--- src/rtl/plog_pkg.sv ---
package plog_pkg;

    localparam int CODE_W   = 8;
    localparam int DUTY_W   = 12;
    localparam int NCODES   = 1 << CODE_W;
    localparam int FULL_CNT = (1 << DUTY_W) - 1;

    // Fixed-point attenuation of one 0.17 dB step: 10^(-0.0085) scaled by 2^24
    localparam int          FRAC_W   = 24;
    localparam longint unsigned STEP_MUL = 64'd16452045;

    typedef logic [CODE_W-1:0] code_t;
    typedef logic [DUTY_W-1:0] duty_t;

    typedef struct packed {
        duty_t phase;   // position inside the current period
        duty_t level;   // duty count in force for this period
    } period_t;

    function automatic int unsigned log_duty(input int unsigned code);
        longint unsigned acc;
        longint unsigned rnd;
        if (code == 0) return 0;
        if (code >= NCODES - 1) return FULL_CNT;
        acc = longint'(FULL_CNT) << FRAC_W;
        for (int unsigned i = 0; i < (NCODES - 1) - code; i++)
            acc = (acc * STEP_MUL) >> FRAC_W;
        rnd = (acc + (64'd1 << (FRAC_W - 1))) >> FRAC_W;
        if (rnd < 1) rnd = 1;
        return int'(rnd);
    endfunction

endpackage

--- src/rtl/plog_tick.sv ---
module plog_tick #(
    parameter int PRESCALE = 171
) (
    input  logic clk_i,
    input  logic rst_i,
    input  logic run_i,
    output logic tick_o
);
    localparam int DIV_W = (PRESCALE > 1) ? $clog2(PRESCALE) : 1;
    localparam logic [DIV_W-1:0] DIV_LAST = DIV_W'(PRESCALE - 1);

    logic [DIV_W-1:0] div_q;

    assign tick_o = run_i && (div_q == DIV_LAST);

    always_ff @(posedge clk_i) begin
        if (rst_i || !run_i)
            div_q <= '0;
        else if (tick_o)
            div_q <= '0;
        else
            div_q <= div_q + 1'b1;
    end

    generate
        if (PRESCALE > 1) begin : g_spaced

            tick_spacing_chk: assert property (@(posedge clk_i) disable iff (rst_i)
                tick_o |=> !tick_o);
        end
    endgenerate

endmodule

--- src/rtl/plog_curve.sv ---
module plog_curve
    import plog_pkg::*;
(
    input  code_t code_i,
    output duty_t duty_o
);
    duty_t table_w [NCODES];

    generate
        for (genvar g = 0; g < NCODES; g++) begin : g_entry
            assign table_w[g] = DUTY_W'(log_duty(g));
        end
    endgenerate

    assign duty_o = table_w[code_i];

endmodule

--- src/rtl/plog_period.sv ---
module plog_period
    import plog_pkg::*;
(
    input  logic    clk_i,
    input  logic    rst_i,
    input  logic    run_i,
    input  logic    tick_i,
    input  duty_t   next_duty_i,
    output period_t state_o
);
    localparam duty_t LAST = duty_t'(FULL_CNT);

    period_t st_q;
    logic    wrap;

    assign wrap    = tick_i && (st_q.phase == LAST);
    assign state_o = st_q;

    always_ff @(posedge clk_i) begin
        if (rst_i) begin
            st_q <= '0;
        end else if (!run_i) begin
            st_q.phase <= '0;
            st_q.level <= next_duty_i;
        end else if (wrap) begin
            st_q.phase <= '0;
            st_q.level <= next_duty_i;
        end else if (tick_i) begin
            st_q.phase <= st_q.phase + 1'b1;
        end
    end


    level_hold_chk: assert property (@(posedge clk_i) disable iff (rst_i)
        run_i && !wrap |=> $stable(st_q.level));


    phase_hold_chk: assert property (@(posedge clk_i) disable iff (rst_i)
        run_i && !tick_i |=> $stable(st_q.phase));


    idle_phase_chk: assert property (@(posedge clk_i) disable iff (rst_i)
        !run_i |=> st_q.phase == '0);

endmodule

--- src/rtl/log_pwm_dimmer.sv ---
module log_pwm_dimmer #(
    parameter int PRESCALE = 171
) (
    input  logic       clk_i,
    input  logic       rst_i,
    input  logic       en_i,
    input  logic [7:0] code_i,
    output logic       pwm_o
);
    import plog_pkg::*;

    localparam duty_t LAST = duty_t'(FULL_CNT);

    logic    tick;
    duty_t   table_duty;
    period_t st;
    logic    pwm_q;

    plog_tick #(.PRESCALE(PRESCALE)) u_tick (
        .clk_i  (clk_i),
        .rst_i  (rst_i),
        .run_i  (en_i),
        .tick_o (tick)
    );

    plog_curve u_curve (
        .code_i (code_i),
        .duty_o (table_duty)
    );

    plog_period u_period (
        .clk_i       (clk_i),
        .rst_i       (rst_i),
        .run_i       (en_i),
        .tick_i      (tick),
        .next_duty_i (table_duty),
        .state_o     (st)
    );

    always_ff @(posedge clk_i) begin
        if (rst_i)
            pwm_q <= 1'b0;
        else
            pwm_q <= en_i && ((st.level == LAST) || (st.phase < st.level));
    end

    assign pwm_o = pwm_q;


    dark_level_chk: assert property (@(posedge clk_i) disable iff (rst_i)
        st.level == '0 |=> !pwm_o);


    full_level_chk: assert property (@(posedge clk_i) disable iff (rst_i)
        en_i && st.level == LAST |=> pwm_o);


    gated_off_chk: assert property (@(posedge clk_i) disable iff (rst_i)
        !en_i |=> !pwm_o);

endmodule

--- config.mk ---
export PLATFORM = sky130hd
export DESIGN_NAME = log_pwm_dimmer
export DESIGN_NICKNAME = d
export VERILOG_FILES = /design/src/rtl/plog_pkg.sv /design/src/rtl/plog_tick.sv /design/src/rtl/plog_curve.sv /design/src/rtl/plog_period.sv /design/src/rtl/log_pwm_dimmer.sv
export SDC_FILE = /design/constraint.sdc
export NUM_CORES = 1
export LEC_CHECK = 0
export CORE_MARGIN = 5
export CORE_UTILIZATION = 45
export DETAILED_ROUTE_END_ITERATION = 16
export PLACE_DENSITY_LB_ADDON = 0.08
export RECOVER_POWER = 25
export SKIP_CTS_REPAIR_TIMING = 1
export SLEW_MARGIN = 25
export SYNTH_ARGS = -nofsm -noshare
export SYNTH_HDL_FRONTEND = slang
export SYNTH_HIERARCHICAL = 1
export SYNTH_SLANG_ARGS = --single-unit
--- constraint.sdc ---
create_clock -name clk_i -period 3.6 [get_ports clk_i]
set_input_delay 0.72 -clock clk_i [delete_from_list [all_inputs] [get_ports clk_i]]
set_output_delay 0.72 -clock clk_i [all_outputs]
set_load 0.01 [all_outputs]
# Yosys cells after proc, flatten, opt, wreduce, memory -nomap -nowiden
# Memory sizes are Yosys's and may differ from the RTL's.
# Index checks and enable logic that the tools add are counted.
# Widths: inputs -> output; s select.
totals:
  latch_bits: 0
  elab_cells: 27
  ram_bits: 0
  output_inout_bits: 1
  ff_bits: 33
  n_memories: 1
  mem_bits_ro: 3072
  input_bits: 11
op_classes:
  order_cmp: 2
  muxes: 4
  shifts: 0
  n_div: 0
  n_mul: 0
  n_eq_ne: 4
  bitwise: 2
  n_addsub: 2
  n_reduce_logical: 8
mem_list:
  columns: ["memory", "depth", "width", "read_ports", "rd_ports_with_merged_regs", "write_ports", "line", "rtl"]
  rows:
  - ["(name not given)", 256, 12, 1, 0, 0, "plog_curve.sv:15", "assign duty_o = table_w[code_i];"]
op_table:
  columns: ["op", "count"]
  rows:
  - ["$mux 12", 4]
  - ["$eq 12x12->1 const B", 2]
  - ["$add 12x1->12 const B", 1]
  - ["$lt 12x12->1", 1]
  - ["$ge 9x9->1 const B", 1]
  - ["$not 8->9", 1]
  - ["$add 8x1->8 const B", 1]
  - ["$eq 8x8->1 const B", 1]
  - ["$logic_and 1x1->1", 3]
  - ["$reduce_or 3->1", 1]
  - ["$logic_or 1x1->1", 2]
  - ["$ne 2x1->1 const B", 1]
  - ["$reduce_or 2->1", 1]
  - ["$logic_not 1->1", 1]
  - ["$not 1->1", 1]

# Logic depth before layout (Yosys ltp)
# Gate-level depths: netlist (run 1).
depth:
  ltp_word: 6
  depth_mapped: 13

# Hierarchy
# Netlist (run 1), hierarchy kept.
by_module_without_submodules:
  columns: ["module", "cells_per_inst", "area_each_um2", "instances"]
  rows:
  - ["plog_curve", 477, 2940.3, 1]
  - ["plog_period", 97, 988.4, 1]
  - ["plog_tick", 40, 361.6, 1]
  - ["log_pwm_dimmer", 44, 332.8, 1]

# Worst setup path after synthesis (run 1)
# OpenSTA, ideal clock, no wires.
synth_timing:
  path_kind: "input-to-reg"
  from: "input code_i[0]"
  to: "register u_period.st_q, in the netlist u_period/state_o[1]"
  n_path_buf: 2
  setup_slack_ns: 0.668
  arrival_time_ns: 2.807
  setup_time_ns: 0.124
  required_ns: 3.476
  path_stages: 11
  cell_sequence: "buf_2 inv_2 ha_1 buf_2 mux2_4 mux4_2 a22oi_1 a31oi_1 a221o_1 mux2i_1 nor2_1"
synth_via:
  elab_chain_cells: 6
synth_lines:
  columns: ["item", "line", "rtl"]
  rows:
  - ["start, declared", "log_pwm_dimmer.sv:7", "input logic [7:0] code_i,"]
  - ["$not 8->9 (implied by the code) *", "plog_curve.sv:15", null]
  - ["$mem_v2 256x12 *", null, null]
  - ["$mux 12 (implied by the code) * (2 in a row)", "plog_curve.sv:15", null]
  - ["via table_duty[1]", "log_pwm_dimmer.sv:15", "duty_t table_duty;"]
  - ["$mux 12", "plog_period.sv:25", "end else if (wrap) begin"]
  - ["$mux 12 *", "plog_period.sv:22", "end else if (!run_i) begin"]
  - ["end, declared", "plog_period.sv:13", "period_t st_q;"]
# Mark *: on every way through the listed nets, which the timed path passes. The rest lies on a longest branch. The select of a mux whose other input is x is not followed.
# A chain may end at the register's enable or synchronous reset.

# Worst setup path in the final report (run 1)
layout_timing:
  from: "input code_i[0]"
  to: "register u_period.st_q, in the netlist u_period/state_o[2]"
# The elaborated chain is that of the path after synthesis.

==> results of run 1 <==
## metal layers
| metal | track usage | vias to the layer above | routed length, µm |
|---|---|---|---|
| li1 | - | 2453 | - |
| met1 | 0.3872 | 2520 | 7404 |
| met2 | 0.4250 | 390 | 7782 |
| met3 | 0.1054 | 80 | 2558 |
| met4 | 0.1265 | 2 | 885 |
| met5 | 0 | - | 8 |
## worst paths after layout
path / end / slack [ns] / cells after the start / startpoint
setup / recovery: u_period/state_o[2]$_SDFFE_PP0P_ / 0.26 / 12 / code_i[0]
hold / removal: u_tick/div_q[0]$_SDFF_PP0_ / 0.51 / 1 / u_tick/div_q[0]$_SDFF_PP0_
setup reg to reg: u_period/state_o[14]$_SDFFE_PP0P_ / 1.40 / 8 / u_tick/div_q[1]$_SDFF_PP0_
hold reg to reg: u_tick/div_q[0]$_SDFF_PP0_ / 0.51 / 1 / u_tick/div_q[0]$_SDFF_PP0_
## per-stage QoR
stage | hold slack (ns) | setup slack [ns] | utilization | cell area, µm²
5_1_grt | 0.5231 | 0.1563 | 0.5012 | 5105
6_report | 0.5078 | 0.2551 | 0.5012 | 5105
2_1_floorplan | 0.4525 | 0.6685 | - | 4623
4_1_cts | 0.5043 | 0.3578 | 0.5017 | 5110
3_3_place_gp | 0.4801 | 0.009164 | 0.4903 | 4994
3_5_place_dp | 0.4889 | 0.06217 | 0.4903 | 4994
## Yosys cell counts, types with 9 or more instances
cell type and count:
a211oi_1 12, a21oi_1 51, a31oi_1 12, buf_2 28, clkbuf_1 17, dfxtp_1 33
ha_1 30, inv_1 20, mux2i_1 19, nand2_1 70, nand2b_1 17, nand3_1 28
nand4_1 10, nor2_1 73, nor2b_1 11, o211ai_1 17, o21ai_0 39, xnor2_1 9
## kinds of logic after synthesis
group | Yosys count
AOI/OAI and AO/OA | 224
xor gates and xnor gates | 16
adders and majority gates | 30
buffers and inverters | 82
DFF | 33
muxes | 27
and+or+nand+nor | 246
## flip-flops by register name, summed over array words and instances (netlist names)
register	flops
u_tick/div_q	8
u_period/state_o	24
pwm_o	1
## where the power goes
group          internal, µW  switching, µW
sequential              378           11.2
combinational           205            348
clock                   226            137
total                   808            496
## worst max-delay path: stages
cell and delay [ns]:
clkdlybuf4s50_1 0.49, inv_2 0.07, ha_1 0.36, buf_4 0.21
nor2_1 0.13, a21oi_1 0.07, o21ai_0 0.46, o21ai_1 0.13
and3_1 0.22, or4_1 0.41, mux2i_1 0.15, nor2_1 0.06
## placed cells by master, fill, tap and decap left out, drive strengths merged, types with 7 or more instances in the layout
cell type / Yosys / final
o311ai: 7 / 7
clkbuf: 17 / 7
o211ai: 17 / 17
nand3: 29 / 29
dfxtp: 33 / 33
buf: 40 / 51
mux2i: 19 / 19
nor2: 73 / 73
a21oi: 53 / 53
nor3: 7 / 7
nand2b: 17 / 17
inv: 23 / 23
nand4: 12 / 12
xnor2: 9 / 9
xor2: 7 / 7
o21ai: 45 / 45
ha: 30 / 30
o2111ai: 7 / 7
nor2b: 11 / 11
nand2: 70 / 70
a211oi: 13 / 13
a31oi: 12 / 12
a21o: 7 / 7
## cell type report
| class | instances | area [µm²] |
|---|---|---|
| timing repair buffer | 59 | 495.5 |
| clock inverter | 1 | 30.03 |
| multi-input combinational | 543 | 3572 |
| clock buffer | 7 | 86.33 |
| tap | 136 | 170.2 |
| inverter | 24 | 90.09 |
| fill | 1042 | 5080 |
| sequential | 33 | 660.6 |
==> run_results.csv, run 1 <==
group,metric,value,unit
yosys,synth_xor_area_frac,0.03031,
yosys,synth_edf_count,0,
yosys,synth_top_family_by_area,"compound AO/OA/AOI/OAI gates",
floorplanning,die_h,111.4,µm
sta,relSlewSlack,0.3777,
global_route,grt_pass1_vias,5159,
layout,fin_nets,707,
global_route,overflow,0,
yosys,synth-compound-area-share,0.3329,
clock_network,cts_tree,"built",
floorplanning,core_region_area,10180,µm²
floorplanning,die-area,12400,µm²
sta,final.period_utilization,0.9291,
clock_network,htreeDepth,2,
route,ant_nets,0,
route,routed_via_density,6.781,
route,drt-total-wl,18640,µm
floorplanning,start_util,0.4539,
yosys,ys.flop_type,"dfxtp_1",
sta,maxSlewViolCount,0,
yosys,synthCells,658,
clock_network,cts_sinks,33,
place,gp_congestion,1.022,
sta,tns,0,ns
yosys,ys_async_sr_fraction,0,
yosys,synth-seq-cells,33,
layout,diodes,0,
yosys,synthDistinctLibCells,73,
worst_setup_path,required,3.74,ns
sta,setup_viol,0,
place,place_hpwl,13560,µm
yosys,synth_fp_nets,699,
worst_setup_path,path_class,"input port to register",
clock_network,tritoncts.num_buffers,5,
yosys,yosys.area.top_type_share,0.1429,
global_route,track_usage,0.2917,
power_and_ir_drop,power,1304,µW
place,dp_cells,795,
power_and_ir_drop,power_density,255.5,nW/µm²
yosys,yosys_warnings,6,
sta,worstMarginPinSlew,0.9237,ns
yosys,synth_area_leader_cell,"dfxtp_1",
worst_setup_path,worstSetupEndpointType,"register",
layout,synthToLayoutAreaGrowth,10.42,%
yosys,muxShareOfSynthArea,0.07361,
global_route,grt_max_degree,88,
yosys,ys_seq_area_frac,0.1429,
flow_run,maxCapViolations,0,
power_and_ir_drop,irDropWorstVdd,143.7,µV
yosys,netlist_area,4623,µm²
sta,skew,0.007016,ns
worst_setup_path,path_max_fanout,9,
floorplanning,die_w,111.4,µm
clock_network,root_buffer,"clkbuf_8",
yosys,synthAdderAreaFrac,0.08119,
sta,rsz0062_at_grt,"false",
floorplanning,pin_count,12,
worst_setup_path,start_kind,"input port",
sta,clock.fmax,0.2990,GHz
worst_setup_path,critPathArrivalTime,3.49,ns
clock_network,clk_pin_slew_worst_paths,0.07,ns
layout,fin_cells,803,
layout,drive_gt1_frac,0.1214,
route,drt_pre_antenna_iters,6,
yosys,synth.avg_cell_area,7.026,µm²
global_route,antenna_found_initial,1,
floorplanning,num_rows,37,
clock_network,clock_latency,0.28,ns
route,drtIter0Drc,837,
power_and_ir_drop,leakage,0.001984,µW
yosys,synthTopCellsByArea,"dfxtp_1, ha_1, nor2_1, nand2_1, a21oi_1",
route,drc,0,
global_route,grt_first_pass_wirelength,29010,µm
route,num_vias,5445,
sta,hold_viol,0,
place,numPortBuffers,11,
sta,min_period,3.345,ns
clock_network,max-clock-path-buffers,2,
hold_path,hp-class,"register to register",
yosys,synth_simple_gate_area_frac,0.2558,
outcome,outcome,"complete, no violations",
route,wl_per_cell,23.21,µm
Power figures use the tool's default switching activity.
==> inputs of run 2 (changes only) <==
--- a/config.mk
+++ b/config.mk
@@ -11,7 +11,6 @@
 export PLACE_DENSITY_LB_ADDON = 0.08
 export RECOVER_POWER = 25
 export SKIP_CTS_REPAIR_TIMING = 1
-export SLEW_MARGIN = 25
 export SYNTH_ARGS = -nofsm -noshare
 export SYNTH_HDL_FRONTEND = slang
 export SYNTH_HIERARCHICAL = 1
==> results of run 2 <==
No change in the layout: final DEF, timing and power equal those of run 1.
